**config.mk**
```make
export PLATFORM = sky130hd
export DESIGN_NAME = pgwalk_top
export DESIGN_NICKNAME = d
export VERILOG_FILES = /design/src/rtl/pgwalk_pkg.sv /design/src/rtl/pgwalk_rst_sync.sv /design/src/rtl/pgwalk_base_reg.sv /design/src/rtl/pgwalk_addr_gen.sv /design/src/rtl/pgwalk_fsm.sv /design/src/rtl/pgwalk_top.sv
export SDC_FILE = /design/constraint.sdc
export NUM_CORES = 1
export LEC_CHECK = 0
export ABC_CLOCK_PERIOD_IN_PS = 4400
export CAP_MARGIN = 20
export CORE_MARGIN = 1.5
export CORE_UTILIZATION = 57
export DETAILED_ROUTE_END_ITERATION = 8
export DONT_BUFFER_PORTS = 1
export PLACE_DENSITY = 0.75
export SETUP_SLACK_MARGIN = 0.5
export SLEW_MARGIN = 20
export SYNTH_ARGS = -nofsm -noshare
export SYNTH_HDL_FRONTEND = slang
export SYNTH_SLANG_ARGS = --single-unit
```
**constraint.sdc**
```tcl
create_clock -name clk -period 4.4 [get_ports clk]
set_input_delay 0.88 -clock clk [delete_from_list [all_inputs] [get_ports clk]]
set_output_delay 0.88 -clock clk [all_outputs]
set_load 0.01 [all_outputs]
```
**src/rtl/pgwalk_pkg.sv**
```systemverilog
package pgwalk_pkg;

  typedef enum logic [1:0] {
    WS_IDLE  = 2'd0,
    WS_OUTER = 2'd1,
    WS_INNER = 2'd2,
    WS_DONE  = 2'd3
  } walk_state_e;

endpackage

```
**src/rtl/pgwalk_rst_sync.sv**
```systemverilog
module pgwalk_rst_sync #(
  parameter int STAGES = 2
) (
  input  logic clk,
  input  logic rst_n_async,
  output logic rst_n_sync
);

  logic [STAGES-1:0] sync_q;

  always_ff @(posedge clk or negedge rst_n_async) begin
    if (!rst_n_async) begin
      sync_q <= '0;
    end else begin
      sync_q <= {sync_q[STAGES-2:0], 1'b1};
    end
  end

  assign rst_n_sync = sync_q[STAGES-1];

endmodule

```
**src/rtl/pgwalk_base_reg.sv**
```systemverilog
module pgwalk_base_reg #(
  parameter int ADDR_W = 32,
  parameter int ENT_SH = 2
) (
  input  logic              clk,
  input  logic              rst_n,
  input  logic              wr_en,
  input  logic [ADDR_W-1:0] wr_data,
  output logic [ADDR_W-1:0] base_q
);

  logic [ADDR_W-ENT_SH-1:0] hi_q;
  logic [ADDR_W-ENT_SH-1:0] hi_d;

  // word-aligned base: the low bits are never stored
  always_comb begin
    hi_d = wr_data[ADDR_W-1:ENT_SH];
  end

  always_ff @(posedge clk or negedge rst_n) begin
    if (!rst_n) begin
      hi_q <= '0;
    end else if (wr_en) begin
      hi_q <= hi_d;
    end
  end

  assign base_q = {hi_q, {ENT_SH{1'b0}}};

endmodule

```
**src/rtl/pgwalk_addr_gen.sv**
```systemverilog
module pgwalk_addr_gen #(
  parameter int ADDR_W = 32,
  parameter int OFF_W  = 12,
  parameter int L1_W   = 10,
  parameter int L2_W   = 10,
  parameter int ENT_SH = 2,
  localparam int LOW_W = L2_W + OFF_W,
  localparam int FRM_W = ADDR_W - OFF_W
) (
  input  logic [ADDR_W-1:0] base,
  input  logic [L1_W-1:0]   idx_outer,
  input  logic [LOW_W-1:0]  va_low,
  input  logic [FRM_W-1:0]  pte_frame,
  output logic [ADDR_W-1:0] outer_addr,
  output logic [ADDR_W-1:0] inner_addr,
  output logic [ADDR_W-1:0] pa_ok
);

  logic [ADDR_W-1:0] outer_off;
  logic [ADDR_W-1:0] inner_off;
  logic [ADDR_W-1:0] inner_base;

  // index to byte offset, widened to the address width
  generate
    if (L1_W + ENT_SH < ADDR_W) begin : g_outer_pad
      assign outer_off = {{(ADDR_W-L1_W-ENT_SH){1'b0}}, idx_outer, {ENT_SH{1'b0}}};
    end else begin : g_outer_full
      assign outer_off = ADDR_W'({idx_outer, {ENT_SH{1'b0}}});
    end
    if (L2_W + ENT_SH < ADDR_W) begin : g_inner_pad
      assign inner_off = {{(ADDR_W-L2_W-ENT_SH){1'b0}}, va_low[LOW_W-1:OFF_W], {ENT_SH{1'b0}}};
    end else begin : g_inner_full
      assign inner_off = ADDR_W'({va_low[LOW_W-1:OFF_W], {ENT_SH{1'b0}}});
    end
  endgenerate

  always_comb begin
    inner_base = {pte_frame, {OFF_W{1'b0}}};
    outer_addr = base + outer_off;
    inner_addr = inner_base + inner_off;
    pa_ok      = {pte_frame, va_low[OFF_W-1:0]};
  end

endmodule

```
**src/rtl/pgwalk_fsm.sv**
```systemverilog
module pgwalk_fsm
  import pgwalk_pkg::*;
#(
  parameter int ADDR_W = 32,
  parameter int LOW_W  = 22
) (
  input  logic              clk,
  input  logic              rst_n,
  input  logic              req_valid,
  output logic              req_ready,
  input  logic [LOW_W-1:0]  va_low_in,
  output logic [LOW_W-1:0]  va_low_q,
  input  logic [ADDR_W-1:0] outer_addr,
  input  logic [ADDR_W-1:0] inner_addr,
  input  logic [ADDR_W-1:0] pa_ok,
  input  logic              mem_valid,
  input  logic              pte_valid,
  output logic              mem_req,
  output logic [ADDR_W-1:0] mem_addr,
  input  logic              resp_ready,
  output logic              resp_valid,
  output logic [ADDR_W-1:0] resp_pa,
  output logic              resp_fault,
  output logic              resp_fault_lvl
);

  walk_state_e       state_q, state_d;
  logic              accept;
  logic              step_inner;
  logic              resp_load;
  logic              addr_en;
  logic [ADDR_W-1:0] addr_d;
  logic [ADDR_W-1:0] addr_q;
  logic [ADDR_W-1:0] pa_d, pa_q;
  logic              flt_d, flt_q;
  logic              lvl_d, lvl_q;

  // next-state and enable logic
  always_comb begin
    state_d    = state_q;
    accept     = 1'b0;
    step_inner = 1'b0;
    resp_load  = 1'b0;
    pa_d       = '0;
    flt_d      = 1'b0;
    lvl_d      = 1'b0;
    unique case (state_q)
      WS_IDLE: begin
        if (req_valid) begin
          accept  = 1'b1;
          state_d = WS_OUTER;
        end
      end
      WS_OUTER: begin
        if (mem_valid) begin
          if (pte_valid) begin
            step_inner = 1'b1;
            state_d    = WS_INNER;
          end else begin
            resp_load = 1'b1;
            flt_d     = 1'b1;
            lvl_d     = 1'b0;
            state_d   = WS_DONE;
          end
        end
      end
      WS_INNER: begin
        if (mem_valid) begin
          resp_load = 1'b1;
          state_d   = WS_DONE;
          if (pte_valid) begin
            pa_d = pa_ok;
          end else begin
            flt_d = 1'b1;
            lvl_d = 1'b1;
          end
        end
      end
      WS_DONE: begin
        if (resp_ready) begin
          state_d = WS_IDLE;
        end
      end
      default: state_d = WS_IDLE;
    endcase
    addr_en = accept | step_inner;
    addr_d  = accept ? outer_addr : inner_addr;
  end

  // state register
  always_ff @(posedge clk or negedge rst_n) begin
    if (!rst_n) begin
      state_q <= WS_IDLE;
    end else begin
      state_q <= state_d;
    end
  end

  // latched low part of the logical address
  always_ff @(posedge clk or negedge rst_n) begin
    if (!rst_n) begin
      va_low_q <= '0;
    end else if (accept) begin
      va_low_q <= va_low_in;
    end
  end

  // memory read address
  always_ff @(posedge clk or negedge rst_n) begin
    if (!rst_n) begin
      addr_q <= '0;
    end else if (addr_en) begin
      addr_q <= addr_d;
    end
  end

  // response fields
  always_ff @(posedge clk or negedge rst_n) begin
    if (!rst_n) begin
      pa_q  <= '0;
      flt_q <= 1'b0;
      lvl_q <= 1'b0;
    end else if (resp_load) begin
      pa_q  <= pa_d;
      flt_q <= flt_d;
      lvl_q <= lvl_d;
    end
  end

  assign req_ready      = (state_q == WS_IDLE);
  assign mem_req        = (state_q == WS_OUTER) || (state_q == WS_INNER);
  assign mem_addr       = addr_q;
  assign resp_valid     = (state_q == WS_DONE);
  assign resp_pa        = pa_q;
  assign resp_fault     = flt_q;
  assign resp_fault_lvl = lvl_q;

endmodule

```
**src/rtl/pgwalk_top.sv**
```systemverilog
module pgwalk_top #(
  parameter int ADDR_W = 32,
  parameter int OFF_W  = 12,
  parameter int L1_W   = 10,
  parameter int L2_W   = 10,
  parameter int ENT_SH = 2,
  parameter int VLD_B  = 0
) (
  input  logic              clk,
  input  logic              rst_n,
  input  logic              base_we,
  input  logic [ADDR_W-1:0] base_wdata,
  input  logic              req_valid,
  output logic              req_ready,
  input  logic [ADDR_W-1:0] req_va,
  output logic              resp_valid,
  input  logic              resp_ready,
  output logic [ADDR_W-1:0] resp_pa,
  output logic              resp_fault,
  output logic              resp_fault_lvl,
  output logic              mem_req,
  output logic [ADDR_W-1:0] mem_addr,
  input  logic              mem_valid,
  input  logic [ADDR_W-1:0] mem_rdata
);

  localparam int LOW_W = L2_W + OFF_W;
  localparam int FRM_W = ADDR_W - OFF_W;

  logic              rst_n_int;
  logic [ADDR_W-1:0] base_q;
  logic [LOW_W-1:0]  va_low_q;
  logic [ADDR_W-1:0] outer_addr;
  logic [ADDR_W-1:0] inner_addr;
  logic [ADDR_W-1:0] pa_ok;

  pgwalk_rst_sync #(.STAGES(2)) u_rst (
    .clk         (clk),
    .rst_n_async (rst_n),
    .rst_n_sync  (rst_n_int)
  );

  pgwalk_base_reg #(.ADDR_W(ADDR_W), .ENT_SH(ENT_SH)) u_base (
    .clk     (clk),
    .rst_n   (rst_n_int),
    .wr_en   (base_we),
    .wr_data (base_wdata),
    .base_q  (base_q)
  );

  pgwalk_addr_gen #(
    .ADDR_W(ADDR_W), .OFF_W(OFF_W), .L1_W(L1_W), .L2_W(L2_W), .ENT_SH(ENT_SH)
  ) u_agen (
    .base       (base_q),
    .idx_outer  (req_va[ADDR_W-1:LOW_W]),
    .va_low     (va_low_q),
    .pte_frame  (mem_rdata[ADDR_W-1:ADDR_W-FRM_W]),
    .outer_addr (outer_addr),
    .inner_addr (inner_addr),
    .pa_ok      (pa_ok)
  );

  pgwalk_fsm #(.ADDR_W(ADDR_W), .LOW_W(LOW_W)) u_fsm (
    .clk            (clk),
    .rst_n          (rst_n_int),
    .req_valid      (req_valid),
    .req_ready      (req_ready),
    .va_low_in      (req_va[LOW_W-1:0]),
    .va_low_q       (va_low_q),
    .outer_addr     (outer_addr),
    .inner_addr     (inner_addr),
    .pa_ok          (pa_ok),
    .mem_valid      (mem_valid),
    .pte_valid      (mem_rdata[VLD_B]),
    .mem_req        (mem_req),
    .mem_addr       (mem_addr),
    .resp_ready     (resp_ready),
    .resp_valid     (resp_valid),
    .resp_pa        (resp_pa),
    .resp_fault     (resp_fault),
    .resp_fault_lvl (resp_fault_lvl)
  );

endmodule

```
Word level (Yosys, flattened, before mapping)
Cells that the tools add are included.
- memories kept: 0
- latch bits: 0
- register bits after elaboration: 122
- bits of input ports: 102
- RAM bits: 0
- bits in read-only memories: 0
- reduce and logical (&&, ||, !) cells: 4
- multiplexer cells: 21
- magnitude comparators: 0
- shifts and indexed selects: 0
- multiply operators: 0
- equal/unequal tests: 7
- bitwise gates (word level): 1
- divide/modulo/power cells: 0
- add/sub/neg operators: 2
- operator list (operator ; count):
    $mux 32 ; 4
    $add 32x12->32 ; 2
    $mux 1 ; 11
    $mux 2 ; 4
    $pmux 2 s4 ; 1
    $ne 2x2->1 const B ; 3
    $eq 2x2->1 const B ; 2
    $reduce_and 4->1 ; 1
    $eq 2x1->1 const B ; 1
    $logic_not 2->1 ; 1
    $ne 2x1->1 const B ; 1
    $pmux 1 s2 ; 1
    $reduce_or 2->1 ; 1
    $logic_or 1x1->1 ; 1
    $or 1x1->1 ; 1

Depth between registers and ports, before layout
Gate-level depths: netlist (run 1).
- depth after elaboration: 4
- gate-level depth with buffers: 8

Hierarchy
From an unflattened synthesis (run 1), not the netlist that was laid out.
- cell total of the unflattened synthesis: 603
- area, all modules: 6697.7 µm²
- modules (own cells, without submodules) (module ; cells an instance ; area each (µm²) ; seq. area each (µm²) ; times used):
    pgwalk_fsm ; 348 ; 4026.4 ; 2252.2 ; 1
    pgwalk_addr_gen ; 186 ; 1363.8 ; 0.0 ; 1
    pgwalk_base_reg ; 66 ; 1253.7 ; 750.7 ; 1
    pgwalk_rst_sync ; 3 ; 53.8 ; 50.0 ; 1

Worst setup path before layout (run 1)
Ideal clock, no wire load.
- kind: in2reg
- from: input port req_va[22]
- to: register u_fsm.addr_q[22], in the netlist u_fsm.mem_addr[22]
- required time: 4.280 ns
- path slack: 1.617 ns
- data arrival time: 2.663 ns
- setup time: 0.120 ns
- cell stages on the path: 8
- path through: ha_1 -> fa_1 -> a21o_2 -> nand4_1 -> a21oi_1 -> o211a_1 -> a211o_1 -> and3_1
- word-level cells in the longest chain between the ends: 2
- RTL lines (what ; RTL line ; source):
    start: declaration ; pgwalk_top.sv:15 ; input logic [ADDR_W-1:0] req_va,
    $add 32x12->32 ; pgwalk_addr_gen.sv:39 ; outer_addr = base + outer_off;
    $mux 32 ; pgwalk_fsm.sv:87 ; addr_d = accept ? outer_addr : inner_addr;
    end signal: assignment ; pgwalk_fsm.sv:113 ; addr_q <= addr_d;
    end: declaration ; pgwalk_fsm.sv:33 ; logic [ADDR_W-1:0] addr_q;
Every way passes these cells.
A chain may end at the register's enable or synchronous reset.

Final worst setup path (run 1)
- from: register u_base.hi_q[1]
- to: register u_fsm.addr_q[27], in the netlist u_fsm.mem_addr[27]
- word-level cells in the longest chain between the ends: 2
- RTL lines (what ; RTL line ; source):
    start: declaration ; pgwalk_base_reg.sv:12 ; logic [ADDR_W-ENT_SH-1:0] hi_q;
    start signal: assignment ; pgwalk_base_reg.sv:24 ; hi_q <= hi_d;
    $add 32x12->32 ; pgwalk_addr_gen.sv:39 ;
    $mux 32 ; pgwalk_fsm.sv:87 ;
Every way passes these cells.

==> flow_metrics.py, run 1 <==
metrics = {
    "run_status": {
        "run_status": "complete, no violations",
    },
    "floorplan": {
        "dieHeight_um": 104,
        "io_pins": 171,
        "initial_core_util_pct": 59.0,
        "die_area_sq_um": 10800,
        "die-width_um": 104,
        "fp-row-count": 36,
        "core-area_sq_um": 9820,
    },
    "power": {
        "worst_ir_drop_vdd_uv": 388,
        "power_leakage_nw": 2.90,
        "design_power_total_mw": 4.10,
        "cellPowerDensity_nw_per_um2": 635,
    },
    "clocking": {
        "cts_hold_buffers": 0,
        "post_cts_resize_count": 0,
        "clk_pin_slew_ns": 0.06,
        "cts-buffers-inserted": 17,
        "clock_tree.root_cell": "sky130_fd_sc_hd__clkbuf_8",
        "post-cts-setup-buffers": 0,
        "cts.htree.levels": 4,
        "tritoncts": "yes",
        "cts_max_path_buffers": 2,
        "clkSinkCount": 120,
        "clkLatencyLatePin_ns": 0.51,
    },
    "sta": {
        "rsz_0062_raised_after_global_routing": "false",
        "fin_crit_sh_pct": 60.3,
        "worst_clock_skew_ns": 0.00874,
        "timing.final.max_slew_violations": 0,
        "max_freq_ghz": 0.377,
        "maxSlewHeadroom_pct": 38.4,
        "worst_slew_pin_slew_ns": 0.921,
        "finalSetupViolCount": 0,
        "period_minus_slack_ns": 2.66,
        "setup_total_negative_slack_ns": 0,
        "finalHoldViolations": 0,
    },
    "hold_path": {
        "hold_path.class": "input pin to async pin",
    },
    "yosys": {
        "synthCells": 586,
        "synth_top_cells_by_count": "169 x sky130_fd_sc_hd__nand2_1, 120 x sky130_fd_sc_hd__dfrtp_1, 63 x sky130_fd_sc_hd__o21ai_0, 50 x sky130_fd_sc_hd__mux2_2, 25 x sky130_fd_sc_hd__clkbuf_1",
        "ys_top_cells_by_area": "sky130_fd_sc_hd__dfrtp_1 52%, sky130_fd_sc_hd__nand2_1 11%, sky130_fd_sc_hd__mux2_2 9.7%",
        "ys_warn_count": 0,
        "yosysUniqueCellTypes": 47,
        "synth_area_leader_cell": "sky130_fd_sc_hd__dfrtp_1",
        "ys_async_sr_fraction_pct": 100,
        "synth_top_area_share_pct": 51.9,
        "syn_area_per_cell_sq_um": 9.88,
        "post_synth_instance_area_sq_um": 5790,
        "ffs_latches_synth": 120,
        "yosysMostFrequentCell": "sky130_fd_sc_hd__nand2_1",
        "synth_flop_cell": "sky130_fd_sc_hd__dfrtp_1",
        "synth-edff-count": 0,
        "synth_sequential_area_ratio_pct": 51.9,
    },
    "critical_path": {
        "ff2ff_path_depth": 7,
        "number_of_logic_stages_on_the_critical_path_including_buffering": 7,
        "timing.setup.critical_path_class": "flop to flop",
        "cp.required_ns": 4.75,
        "worst-path-buf-inv": 0,
        "timing.critical_path.slowest_cell_delay_ns": 0.72,
        "critPathSlowestCell": "sky130_fd_sc_hd__or4_1",
        "crit_arrival_ns": 3.01,
        "timing.reg2reg.setup_slack_ns": 1.74,
        "worstPathCellList": "ha_1 > a211oi_2 > o21a_1 > or4_1 > a211oi_1 > xnor2_1 > o21ai_0",
        "critical_path_peak_fanout": 10,
        "type_of_element_capturing_the_critical_path": "flop",
        "worst_path_dominant_cell_family": "compound AO/OA/AOI/OAI gates",
        "crit_path_start_kind": "flop",
    },
    "place": {
        "io_buffer_count": 0,
        "numPlacedInstances": 690,
        "globalplace.congestion": 0.866,
        "hpwlAfterDp_um": 9200,
    },
    "route": {
        "totalWireLength_um": 12800,
        "drt_drc_violations_left": 0,
        "route.vias.total": 4085,
        "drtIter0Drc": 265,
        "routedWlPerCell_um": 17.8,
        "post_drt_via_cell_ratio": 5.67,
        "detail-route-antenna-nets": 0,
        "detail_route.first_pass.iterations": 8,
    },
    "finish": {
        "layout-area-overhead-vs-synth_pct": 11.5,
        "num-nets-final": 693,
        "layout.filler_cells": 795,
        "diodes": 0,
        "fin_cells": 721,
        "drive_above_1_share_pct": 16.0,
    },
    "global_routing": {
        "grt_pass1_wl_um": 21100,
        "gr-total-overflow": 0,
        "grt_start_max_net_pins": 56,
        "antenna_found_initial": 0,
        "grt_pass1_vias": 4120,
        "grt_use_total_pct": 24.9,
    },
    "flow_run": {
        "cap_viol_max_count": 0,
    },
}
-- kinds of logic (layout without fill, tap and decap cells) --
group,after synthesis,count (layout),synth area share (%)
buffers and inverters,41,42,2.98
AO/OA/AOI/OAI,119,119,12.6
multiplexers,59,59,11.3
other,2,3,0.130
AND/OR/NAND/NOR,207,207,14.3
flip-flops,120,120,51.9
XOR/XNOR,23,23,3.48
adder cells (fa/ha/maj),15,15,3.37
-- worst reg2reg max path: stages, from the launching register on --
cell and delay, ns:
sky130_fd_sc_hd__dfrtp_1 0.41, sky130_fd_sc_hd__ha_1 0.32, sky130_fd_sc_hd__a211oi_2 0.09, sky130_fd_sc_hd__o21a_1 0.24, sky130_fd_sc_hd__or4_1 0.72, sky130_fd_sc_hd__a211oi_1 0.39, sky130_fd_sc_hd__xnor2_1 0.22, sky130_fd_sc_hd__o21ai_0 0.11
-- metrics by stage --
stage | cell area (sq um) | hold slack (ns) | util [%] | setup slack (ns)
floorplan | 5790 | 0.331 | - | 0.809
global placement | 5860 | 0.233 | 59.6 | 1.36
detailed placement | 5860 | 0.249 | 59.6 | 1.29
CTS | 6450 | 0.0385 | 65.7 | 1.76
global route | 6450 | 0.0372 | 65.7 | 1.62
finish | 6450 | 0.0644 | 65.7 | 1.74
-- sequential cells by signal (all words and copies together), names as in the netlist --
signal	flops
u_fsm.resp_pa	32
u_base.hi_q	30
u_fsm.mem_addr	30
u_fsm.va_low_q	22
u_fsm.state_q	2
u_rst.sync_q	2
u_fsm.resp_fault	1
u_fsm.resp_fault_lvl	1
-- area by class of cell --
type | instances | area, sq um | share of cell area (%)
flip-flops and latches | 120 | 3010 | 46.6
multi-input cells | 426 | 2630 | 40.7
clock buffers | 18 | 418 | 6.48
clock inverters | 13 | 179 | 2.77
well taps | 133 | 166 | 2.58
repair buffers | 4 | 30.0 | 0.465
inverters | 7 | 26.3 | 0.407
-- layout by cell type, fill, tap and decap left out, drive strengths merged, types with 3 or more instances in the layout --
master and count:
a211oi 9, a21o 4, a21oi 17, and3 6, buf 4, bufinv 4, clkbuf 18, clkinv 7
conb 3, dfrtp 120, ha 14, inv 8, mux2 50, mux2i 9, nand2 169, nand3 4
nand4 5, nor2 18, o2111ai 5, o21ai 65, xnor2 11, xor2 12
-- path summary, 6_finish.rpt --
path,from,endpoint
worst max-delay path,u_base.hi_q[1],u_fsm.mem_addr[27]
worst min-delay path,rst_n,u_rst.sync_q[1]
worst max register to register,u_base.hi_q[1],u_fsm.mem_addr[27]
worst min register to register,u_rst.sync_q[1],u_base.hi_q[16]
max in group asynchronous,u_rst.sync_q[1],u_fsm.va_low_q[9]
min in group clk,u_rst.sync_q[0],u_rst.sync_q[1]
-- power by group --
group	internal [mW]	switching, mW	total [mW]	leakage, nW
clock	0.913	0.484	1.40	0.295
combinational	0.380	0.538	0.919	1.10
sequential	1.44	0.344	1.78	1.51
-- layer usage --
layer	routed length (um)	GRT usage [%]	part of all wire, %	vias to the layer above
met4	106	7.84	0.83	0
li1	-	-	-	1965
met2	6230	39.3	49	146
met3	938	8.24	7.3	10
met5	0	0	0	-
met1	5560	32.6	43	1964
Note: power is estimated with default switching activity, not from simulation.
==> run 2: changes to the inputs <==
--- a/config.mk
+++ b/config.mk
@@ -5,13 +5,14 @@
 export SDC_FILE = /design/constraint.sdc
 export NUM_CORES = 1
 export LEC_CHECK = 0
-export ABC_CLOCK_PERIOD_IN_PS = 4400
+export ABC_AREA = 1
+export ABC_CLOCK_PERIOD_IN_PS = 2400
 export CAP_MARGIN = 20
 export CORE_MARGIN = 1.5
 export CORE_UTILIZATION = 57
 export DETAILED_ROUTE_END_ITERATION = 8
 export DONT_BUFFER_PORTS = 1
-export PLACE_DENSITY = 0.75
+export PLACE_DENSITY = 0.78
 export SETUP_SLACK_MARGIN = 0.5
 export SLEW_MARGIN = 20
 export SYNTH_ARGS = -nofsm -noshare
==> constraint.sdc (replaced) <==
create_clock -name clk -period 2.4 [get_ports clk]
set_input_delay 0.48 -clock clk [delete_from_list [all_inputs] [get_ports clk]]
set_output_delay 0.48 -clock clk [all_outputs]
set_load 0.01 [all_outputs]
==> flow_metrics.py, run 2 <==
metrics = {
    "run_status": {
        "run_status": "complete, no violations",
    },
    "finish": {
        "drive_above_1_share_pct": 15.3,
        "design_area_sq_um": 7190,
        "diodes": 0,
        "number_of_flip_flops_under_the_largest_register_name": 32,
        "layout_commonest_cell": "sky130_fd_sc_hd__nand2_1",
        "most_frequent_cells_in_the_layout": "292 x sky130_fd_sc_hd__nand2_1, 119 x sky130_fd_sc_hd__dfrtp_1, 64 x sky130_fd_sc_hd__nor2_1",
        "num-nets-final": 920,
        "layout-area-overhead-vs-synth_pct": 16.4,
    },
    "global_routing": {
        "antenna_found_initial": 0,
        "grt_start_max_net_pins": 53,
        "grt_pass1_wl_um": 25300,
        "grt_use_total_pct": 28.7,
        "gr-total-overflow": 0,
        "grt_pass1_vias": 5214,
    },
    "route": {
        "totalWireLength_um": 16000,
        "drt_drc_violations_left": 0,
        "post_drt_via_cell_ratio": 5.61,
        "route.vias.total": 5343,
        "detail-route-antenna-nets": 0,
        "drtIter0Drc": 426,
        "routedWlPerCell_um": 16.8,
        "detail_route.first_pass.iterations": 5,
    },
    "yosys": {
        "ffs_latches_synth": 120,
        "synth_area_leader_cell": "sky130_fd_sc_hd__dfrtp_1",
        "yosysMostFrequentCell": "sky130_fd_sc_hd__nand2_1",
        "synth_top_cells_by_count": "303 x sky130_fd_sc_hd__nand2_1, 120 x sky130_fd_sc_hd__dfrtp_1, 67 x sky130_fd_sc_hd__nor2_1, 60 x sky130_fd_sc_hd__inv_1, 58 x sky130_fd_sc_hd__nand3_1",
        "ys_top_cells_by_area": "sky130_fd_sc_hd__dfrtp_1 49%, sky130_fd_sc_hd__nand2_1 18%, sky130_fd_sc_hd__nand3_1 4.7%",
        "synth_top_area_share_pct": 48.6,
        "syn_area_per_cell_sq_um": 7.81,
        "yosysUniqueCellTypes": 40,
        "synth_sequential_area_ratio_pct": 48.6,
        "post_synth_instance_area_sq_um": 6180,
        "synth_flop_cell": "sky130_fd_sc_hd__dfrtp_1",
        "ys_warn_count": 0,
        "ys_async_sr_fraction_pct": 100,
        "synth-edff-count": 0,
        "synthCells": 791,
    },
    "floorplan": {
        "die-width_um": 107,
        "initial_core_util_pct": 59.3,
        "die_area_sq_um": 11500,
        "io_pins": 171,
        "dieHeight_um": 107,
        "fp-row-count": 37,
        "core-area_sq_um": 10400,
    },
    "clocking": {
        "clock_tree.root_cell": "sky130_fd_sc_hd__clkbuf_8",
        "cts-buffers-inserted": 17,
        "cts_max_path_buffers": 2,
        "tritoncts": "yes",
        "clk_pin_slew_ns": 0.06,
        "clkSinkCount": 120,
        "clkLatencyLatePin_ns": 0.52,
        "cts.htree.levels": 4,
    },
    "sta": {
        "timing.hold.ws_ns": 0.0629,
        "fin_crit_sh_pct": 76.9,
        "setup_total_negative_slack_ns": 0,
        "max_freq_ghz": 0.542,
        "maxSlewHeadroom_pct": 60.8,
        "worst_slew_pin_slew_ns": 0.588,
        "timing.final.max_slew_violations": 0,
        "worst_clock_skew_ns": 0.00839,
        "finalHoldViolations": 0,
        "period_minus_slack_ns": 1.85,
        "rsz_0062_raised_after_global_routing": "true",
        "finalSetupViolCount": 0,
    },
    "flow_run": {
        "cap_viol_max_count": 0,
    },
    "critical_path": {
        "worstSetupStartpoint": "u_base.hi_q[0]",
        "type_of_element_capturing_the_critical_path": "flop",
        "crit_path_start_kind": "flop",
        "r2r_path_end": "u_fsm.mem_addr[26]",
        "timing.reg2reg.setup_slack_ns": 0.55,
        "timing.critical_path.slowest_cell_delay_ns": 0.41,
        "critPathMostFrequentCell": "sky130_fd_sc_hd__nand2_2",
        "critPathSlowestCell": "sky130_fd_sc_hd__dfrtp_1",
        "crit_arrival_ns": 2.27,
        "ff2ff_path_depth": 12,
        "worst_r2r_startpoint": "u_base.hi_q[0]",
        "timing.setup.critical_path_class": "flop to flop",
        "worstPathCellList": "ha_4 > fa_2 > nand3_2 > nand3_4 > nand2_2 > nand3_4 > nand2_2 > nand2_1 > nand2_1 > nand3_2 > nand2_2 > nand2_2",
        "crit_end": "u_fsm.mem_addr[26]",
        "critical_path_peak_fanout": 4,
        "cp.required_ns": 2.82,
    },
    "hold_path": {
        "hold_path.class": "input pin to flop",
    },
    "power": {
        "power_leakage_nw": 3.45,
        "design_power_total_mw": 8.43,
        "cellPowerDensity_nw_per_um2": 1170,
        "worst_ir_drop_vdd_uv": 801,
    },
    "place": {
        "dpl-instance-area_sq_um": 6300,
        "hpwlAfterDp_um": 11400,
        "io_buffer_count": 0,
        "globalplace.congestion": 0.900,
    },
}
## run 2: changes by cell type after synthesis, sizes merged, moves of 16 or more
cell / before / now
o21ai: 65 / 29
clkbuf: 25 / 9
a21oi: 17 / 42
nand3: 4 / 60
mux2: 50 / 12
nor2: 18 / 70
nand2: 169 / 307
inv: 7 / 65
## run 2: through the flow
stage               worst slack, ns  std cells  utilization, %
floorplan                     0.527        792               -
global placement              0.305        908            60.5
detailed placement            0.265        908            60.5
CTS                           0.476        943            66.6
global route                  0.449        952            69.1
finish                        0.554        952            69.1
## run 2: cell families (layout without fill, tap and decap cells)
family / after synthesis / count (layout) / synth area share [%]
other: 2 / 3 / 0.122
adders and majority gates: 15 / 15 / 3.16
xor gates and xnor gates: 5 / 5 / 0.709
and+or+nand+nor: 457 / 457 / 31.0
buffers and inverters: 95 / 119 / 6.54
AOI/OAI and AO/OA: 85 / 85 / 7.70
muxes: 12 / 12 / 2.19
DFF: 120 / 120 / 48.6
## run 2: routing by layer
| layer | wire [um] | up-vias | track usage, % | part of all wire (%) |
|---|---|---|---|---|
| li1 | - | 2554 | - | - |
| met1 | 6390 | 2551 | 34.8 | 40 |
| met2 | 7950 | 207 | 47.7 | 50 |
| met3 | 1370 | 31 | 8.88 | 8.6 |
| met4 | 299 | 0 | 11.4 | 1.9 |
| met5 | 0 | - | 0 | 0 |
## run 2: how the worst min path moves through the flow
stage | startpoint | end | slack [ns] | cells after the start
3_3_place_gp | rst_n | u_rst.sync_q[0] | 0.18 | 0
2_1_floorplan | rst_n | u_rst.sync_q[0] | 0.18 | 0
5_1_grt | base_we | u_base.hi_q[17] | 0.05 | 1
6_report | base_we | u_base.hi_q[17] | 0.06 | 1
3_5_place_dp | rst_n | u_rst.sync_q[0] | 0.18 | 0
4_1_cts | base_we | u_base.hi_q[17] | 0.04 | 1
## run 2: worst max-delay path: cells and delay by family, from the launching register on
kind,cells,cell delay [ns]
fa+ha+maj,2,0.54
simple gates,10,0.79
flops,1,0.41
## run 2: area by class of cell
class | instances | area (sq um)
fillers | 868 | 3220
flip-flops and latches | 120 | 3010
inverters | 65 | 249
well taps | 136 | 170
clock buffers | 17 | 414
clock inverters | 15 | 144
multi-input cells | 577 | 3030
repair buffers | 22 | 184
## run 2: repair_timing
item / in CTS / in global routing
gates resized for setup: 10 / 42
pin swaps: 3 / 10
setup endpoints to repair: 10 / 45
endpoints found under the hold margin: 2 / 0
buffers inserted: 2 / 9
hold buffers: 1 / 0
## run 2: power by group
part           total (mW)  internal [mW]  switching [mW]
clock                2.40           1.39            1.00
sequential           3.69           2.83           0.858
combinational        2.34          0.903            1.44
total                8.43           5.12            3.30
